$ cat src/rtl/nand_page_reader.sv
module nand_page_reader #(
  parameter int PAGE_BYTES  = 2048,
  parameter int SPARE_BYTES = 64,
  parameter int ID_BYTES    = 5,
  parameter int TW          = 4
) (
  input  logic          clk,
  input  logic          rst_n,
  input  logic          ctl_en,
  input  logic          ce_release,
  input  logic [TW-1:0] t_setup,
  input  logic [TW-1:0] t_strobe,
  input  logic [TW-1:0] t_hold,
  input  logic          req_valid,
  input  logic          req_id,
  input  logic [27:0]   req_addr,
  output logic          req_ready,
  output logic          op_busy,
  output logic          rb_status,
  output logic [7:0]    dout_data,
  output logic          dout_valid,
  input  logic          dout_ready,
  output logic [7:0]    nf_io_out,
  output logic          nf_io_oe,
  input  logic [7:0]    nf_io_in,
  output logic          nf_cle,
  output logic          nf_ale,
  output logic          nf_ce_n,
  output logic          nf_we_n,
  output logic          nf_re_n,
  input  logic          nf_rb
);
  localparam int RD_TOTAL = PAGE_BYTES + SPARE_BYTES;
  localparam int CW = $clog2(RD_TOTAL + 1);

  typedef enum logic [2:0] {S_IDLE, S_SETUP, S_STROBE, S_HOLD, S_RBLO, S_RBHI, S_OUT} st_t;

  st_t           st;
  logic [TW-1:0] tcnt;
  logic [2:0]    step;
  logic          rd, id_q, rb_m, rb_s;
  logic [27:0]   addr_q;
  logic [CW-1:0] bcnt;
  logic [7:0]    data_q;

  logic       seq_cle, last_step, keep, last_byte, on_bus;
  logic [7:0] seq_byte;

  always_comb begin
    seq_cle   = 1'b0;
    seq_byte  = 8'h00;
    last_step = 1'b0;
    if (id_q) begin
      seq_cle   = (step == 3'd0);
      seq_byte  = (step == 3'd0) ? 8'h90 : 8'h00;
      last_step = (step == 3'd1);
    end else begin
      case (step)
        3'd0: seq_cle = 1'b1;
        3'd1: seq_byte = addr_q[7:0];
        3'd2: seq_byte = {5'b0, addr_q[10:8]};
        3'd3: seq_byte = addr_q[18:11];
        3'd4: seq_byte = addr_q[26:19];
        3'd5: seq_byte = {7'b0, addr_q[27]};
        default: begin seq_cle = 1'b1; seq_byte = 8'h30; end
      endcase
      last_step = (step == 3'd6);
    end
  end

  assign keep      = id_q || (bcnt < CW'(PAGE_BYTES));
  assign last_byte = bcnt == (id_q ? CW'(ID_BYTES - 1) : CW'(RD_TOTAL - 1));
  assign on_bus    = (st == S_SETUP) || (st == S_STROBE) || (st == S_HOLD);

  assign req_ready  = (st == S_IDLE) && ctl_en;
  assign op_busy    = (st != S_IDLE);
  assign rb_status  = rb_s;
  assign dout_valid = (st == S_OUT);
  assign dout_data  = data_q;
  assign nf_io_oe   = on_bus && !rd;
  assign nf_io_out  = seq_byte;
  assign nf_cle     = on_bus && !rd && seq_cle;
  assign nf_ale     = on_bus && !rd && !seq_cle;
  assign nf_ce_n    = ce_release;
  assign nf_we_n    = !((st == S_STROBE) && !rd);
  assign nf_re_n    = !((st == S_STROBE) && rd);

  always_ff @(posedge clk or negedge rst_n) begin
    if (!rst_n) begin
      st     <= S_IDLE;
      tcnt   <= '0;
      step   <= '0;
      rd     <= 1'b0;
      id_q   <= 1'b0;
      addr_q <= '0;
      bcnt   <= '0;
      data_q <= '0;
      rb_m   <= 1'b1;
      rb_s   <= 1'b1;
    end else begin
      rb_m <= nf_rb;
      rb_s <= rb_m;
      case (st)
        S_IDLE: if (req_valid && req_ready) begin
          id_q   <= req_id;
          addr_q <= req_addr;
          step   <= '0;
          rd     <= 1'b0;
          bcnt   <= '0;
          if (t_setup == '0) begin st <= S_STROBE; tcnt <= t_strobe; end
          else begin st <= S_SETUP; tcnt <= t_setup - TW'(1); end
        end
        S_SETUP:
          if (tcnt == '0) begin st <= S_STROBE; tcnt <= t_strobe; end
          else tcnt <= tcnt - TW'(1);
        S_STROBE:
          if (tcnt == '0) begin
            st   <= S_HOLD;
            tcnt <= t_hold;
            if (rd) data_q <= nf_io_in;
          end else tcnt <= tcnt - TW'(1);
        S_HOLD:
          if (tcnt != '0) tcnt <= tcnt - TW'(1);
          else if (rd) begin
            if (keep) st <= S_OUT;
            else if (last_byte) st <= S_IDLE;
            else begin bcnt <= bcnt + CW'(1); st <= S_STROBE; tcnt <= t_strobe; end
          end else if (!last_step) begin
            step <= step + 3'd1;
            if (t_setup == '0) begin st <= S_STROBE; tcnt <= t_strobe; end
            else begin st <= S_SETUP; tcnt <= t_setup - TW'(1); end
          end else if (id_q) begin
            rd <= 1'b1; st <= S_STROBE; tcnt <= t_strobe;
          end else st <= S_RBLO;
        S_RBLO: if (!rb_s) st <= S_RBHI;
        S_RBHI: if (rb_s) begin rd <= 1'b1; st <= S_STROBE; tcnt <= t_strobe; end
        S_OUT: if (dout_ready) begin
          if (last_byte) st <= S_IDLE;
          else begin bcnt <= bcnt + CW'(1); st <= S_STROBE; tcnt <= t_strobe; end
        end
        default: st <= S_IDLE;
      endcase
    end
  end

  logic [TW:0] we_lo_cnt;
  always_ff @(posedge clk or negedge rst_n) begin
    if (!rst_n) we_lo_cnt <= '0;
    else if (!nf_we_n) we_lo_cnt <= we_lo_cnt + (TW+1)'(1);
    else we_lo_cnt <= '0;
  end

  p_lane_steady_r2: assert property (@(posedge clk) disable iff (!rst_n)
    (!nf_we_n && $past(!nf_we_n)) |-> ($stable(nf_io_out) && $stable(nf_cle) && $stable(nf_ale)));

  p_we_width_r4: assert property (@(posedge clk) disable iff (!rst_n)
    $rose(nf_we_n) |-> (we_lo_cnt == {1'b0, t_strobe} + (TW+1)'(1)));

  p_read_when_ready_r5: assert property (@(posedge clk) disable iff (!rst_n)
    $fell(nf_re_n) |-> rb_s);

  p_stream_hold_r6: assert property (@(posedge clk) disable iff (!rst_n)
    (dout_valid && !dout_ready) |=> (dout_valid && $stable(dout_data)));

  p_accept_only_r10: assert property (@(posedge clk) disable iff (!rst_n)
    $rose(op_busy) |-> $past(req_valid && req_ready));
endmodule

$ cat config.mk
export PLATFORM = sky130hd
export DESIGN_NAME = nand_page_reader
export DESIGN_NICKNAME = d
export VERILOG_FILES = /design/src/rtl/nand_page_reader.sv
export SDC_FILE = /design/constraint.sdc
export NUM_CORES = 1
export LEC_CHECK = 0
export CAP_MARGIN = 20
export CORE_MARGIN = 2
export CORE_UTILIZATION = 56
export CTS_CLUSTER_SIZE = 25
export DETAILED_ROUTE_END_ITERATION = 6
export DONT_BUFFER_PORTS = 1
export GPL_ROUTABILITY_DRIVEN = 0
export PLACE_DENSITY = 0.84
export SLEW_MARGIN = 20
export SYNTH_ARGS = -nofsm -noshare
export SYNTH_HDL_FRONTEND = slang
export SYNTH_SLANG_ARGS = --single-unit
$ cat constraint.sdc
create_clock -name clk -period 2.1 [get_ports clk]
set_input_delay 0.315 -clock clk [delete_from_list [all_inputs] [get_ports clk]]
set_output_delay 0.315 -clock clk [all_outputs]
set_load 0.01 [all_outputs]
==> flow_summary.yaml <==
run_status:
  run_status: "complete, but fails checks"
  failed_checks: "negative setup slack"
clock_tree:
  numClockSinks: 62
  cts_root_buffer: "clkbuf_8"
  clk-insertion-delay-late_ps: 350
  cts.path.max_buffers: 2
  clock_tree.htree_level_count: 3
  clk_pin_slew_ps: 80
  tritoncts.num_buffers: 9
  tritoncts_clock_tree: "done"
global_route:
  grt_first_pass_wirelength_mm: 17.0
  grt_overflow_total: 0
  grt_antenna_before_repair: 0
  first_global_vias: 3574
  largest_net_degree_at_the_start_of_global_routing: 63
  grt_use_total_pct: 28.6
sta:
  hold_viol_final: 0
  final_min_period_over_clock_period_pct: 121
  unrepaired_setup_endpoints_after_global_routing: "true"
  postLayoutSetupSlackWorst_ps: -437
  fin_crit_ps: 2540
  setup_viol: 12
  max_freq_mhz: 394
  timing_max_transition_violations_final: 0
  worst_slew_margin_rel_pct: 59.8
  skew_ps: 11.8
  worst-slew-pin-transition_ps: 604
  final.setup.tns_ps: -3050
logic_synthesis:
  postSynthRegisterBits: 62
  postSynth.topFlopCell: "dfrtp_1"
  synthesis.nets: 478
  synth.distinct_cells: 69
  syn-cell-area_mm2: 0.00395
  synthesis.instances: 413
  synth_edf_count: 0
  synth-seq-area-share_pct: 39.3
  async_reset_ff_share_pct: 100
  synth_area_per_cell_um2: 9.57
  synth.yosys.warnings: 0
detailed_routing:
  wl_per_cell_um: 20.1
  drt_pre_antenna_iters: 5
  drt-vias-per-instance: 6.45
  drt_iter0_markers: 406
  post-route-drc-count: 0
  num_vias: 3661
  route.antenna.remaining_nets: 0
  postRouteWirelength_mm: 11.4
floorplanning:
  die_w_um: 88.0
  number_of_i_o_pins: 82
  rows: 30
  coreArea_mm2: 0.00683
  initial_util_pct: 57.9
  die_y_extent_um: 88.0
  fp.dieArea_mm2: 0.00775
finish:
  final_core_utilization_pct: 72.5
  final_net_count: 532
  drive_gt1_share_pct: 36.4
  mostFrequentLayoutCells: "57 x dfrtp_1, 51 x buf_4, 38 x nor2_1"
  number_of_diodes: 0
  most_common_cell_after_layout_fill_and_taps_aside: "dfrtp_1"
  fillCellCount: 487
  syn_to_final_growth_pct: 25.3
power:
  power.ir.vdd_worst_uv: 802
  p_leak_nw: 2.13
  total_power_per_unit_cell_area_mw_per_mm2: 1200
placement:
  place_worst_setup_slack_ps: -58.5
  post-dp-hpwl_mm: 7.44
  number_of_input_and_output_port_buffers_inserted: 0
setup_path:
  critPathLaunchType: "flop"
  cp.required_ps: 1780
  path_class: "flop to primary output"
  maximum_fanout_along_the_worst_path: 6
  critical_path_arrival_ps: 2220
  critical_path.endpoint_type: "primary output"
worst_hold_path:
  hold_path_class: "input port to flop"
flow_run:
  max-cap-violations: 0
state kept, by name, summed over array words and instances, names as in the netlist:
signal	flops
rd	1
step	3
rb_status	1
id_q	1
rb_m	1
tcnt	4
dout_data	8
addr_q	28
st	3
bcnt	12
repair_timing:
item | CTS | global route
setup endpoints to repair | 19 | 35
cloned | 0 | 1
pin swaps | 9 | 17
endpoints found under the hold margin | 63 | 0
hold buffers | 3 | 0
gates resized for setup | 17 | 39
buffers inserted | 4 | 12
layout make-up:
type,count,area [µm²],area share [%]
clock buffers,11,141,2.85
inverters,17,70.1,1.41
well taps,96,120,2.43
flip-flops and latches,62,1560,31.5
clock inverters,5,56.3,1.14
multi-input cells,310,2410,48.7
repair buffers,67,594,12.0
power by group:
part           switching [mW]  internal (mW)
Combinational            1.55           1.38
Clock                   0.493          0.581
Sequential              0.348           1.58
metal layers:
metal | vias to the layer above | wire length [µm] | GRT usage [%]
li1 | 1619 | - | -
met1 | 1805 | 4280 | 35.1
met2 | 195 | 5850 | 45.9
met3 | 42 | 863 | 8.20
met4 | 0 | 433 | 15.0
met5 | - | 0 | 0
stage by stage:
| stage | hold slack (ps) | cell area [µm²] | power [mW] | instances |
|---|---|---|---|---|
| global route | 87.4 | 4950 | 6.24 | 568 |
| CTS | 85.5 | 4670 | 5.55 | 555 |
| detailed placement | 21.4 | 4350 | 4.37 | 532 |
| finish | 91.1 | 4950 | 5.93 | 568 |
| floorplan | 19.4 | 3980 | 3.54 | 413 |
| global placement | 21.8 | 4350 | 4.24 | 532 |
critical path: stages, from the launching register on:
cell,delay (ps)
dfrtp_2,460
inv_4,70
ha_4,170
buf_4,130
a211oi_1,370
and2_1,250
or2_4,180
nor2b_1,60
a21oi_2,170
path summary, 6_finish.rpt:
kind                            startpoint      endpoint  slack (ps)  cells after the start
max in group asynchronous            rst_n     rb_status        1280                      2
worst max-delay path               step[1]  nf_io_out[4]        -440                      8
worst max register to register     bcnt[3]       tcnt[3]         -30                      7
min in group asynchronous            rst_n       bcnt[5]         490                      2
worst min-delay path                req_id          id_q          90                      2
worst min register to register        rb_m     rb_status         360                      0
cell usage after synthesis, drive strengths merged, types with 5 or more instances:
cell | n | share of area, %
dfrtp | 60 | 38
nor2 | 42 | 4.1
mux2 | 37 | 11
nand2 | 27 | 2.6
a21oi | 25 | 3.2
o21ai | 23 | 3.1
buf | 17 | 2.8
inv | 15 | 1.4
xnor2 | 11 | 2.4
nand3 | 10 | 1.3
nor3 | 10 | 1.8
ha | 9 | 2.8
nand2b | 9 | 1.4
a222oi | 8 | 2.0
clkbuf | 8 | 0.76
a31oi | 7 | 1.1
o211ai | 7 | 1.3
nand3b | 6 | 1.1
nor4 | 6 | 1.8
nor2b | 5 | 0.79
cell families (layout without fill, tap and decap cells):
logic type,Yosys count,count (layout),synth area share (%)
and+or+nand+nor,146,146,20.9
AOI/OAI and AO/OA,103,104,18.0
DFF,62,62,39.3
buffers and inverters,42,100,5.22
muxes,39,39,11.0
xor gates and xnor gates,12,12,2.66
adders and majority gates,9,9,2.85
(Power assumes the default switching activity.)
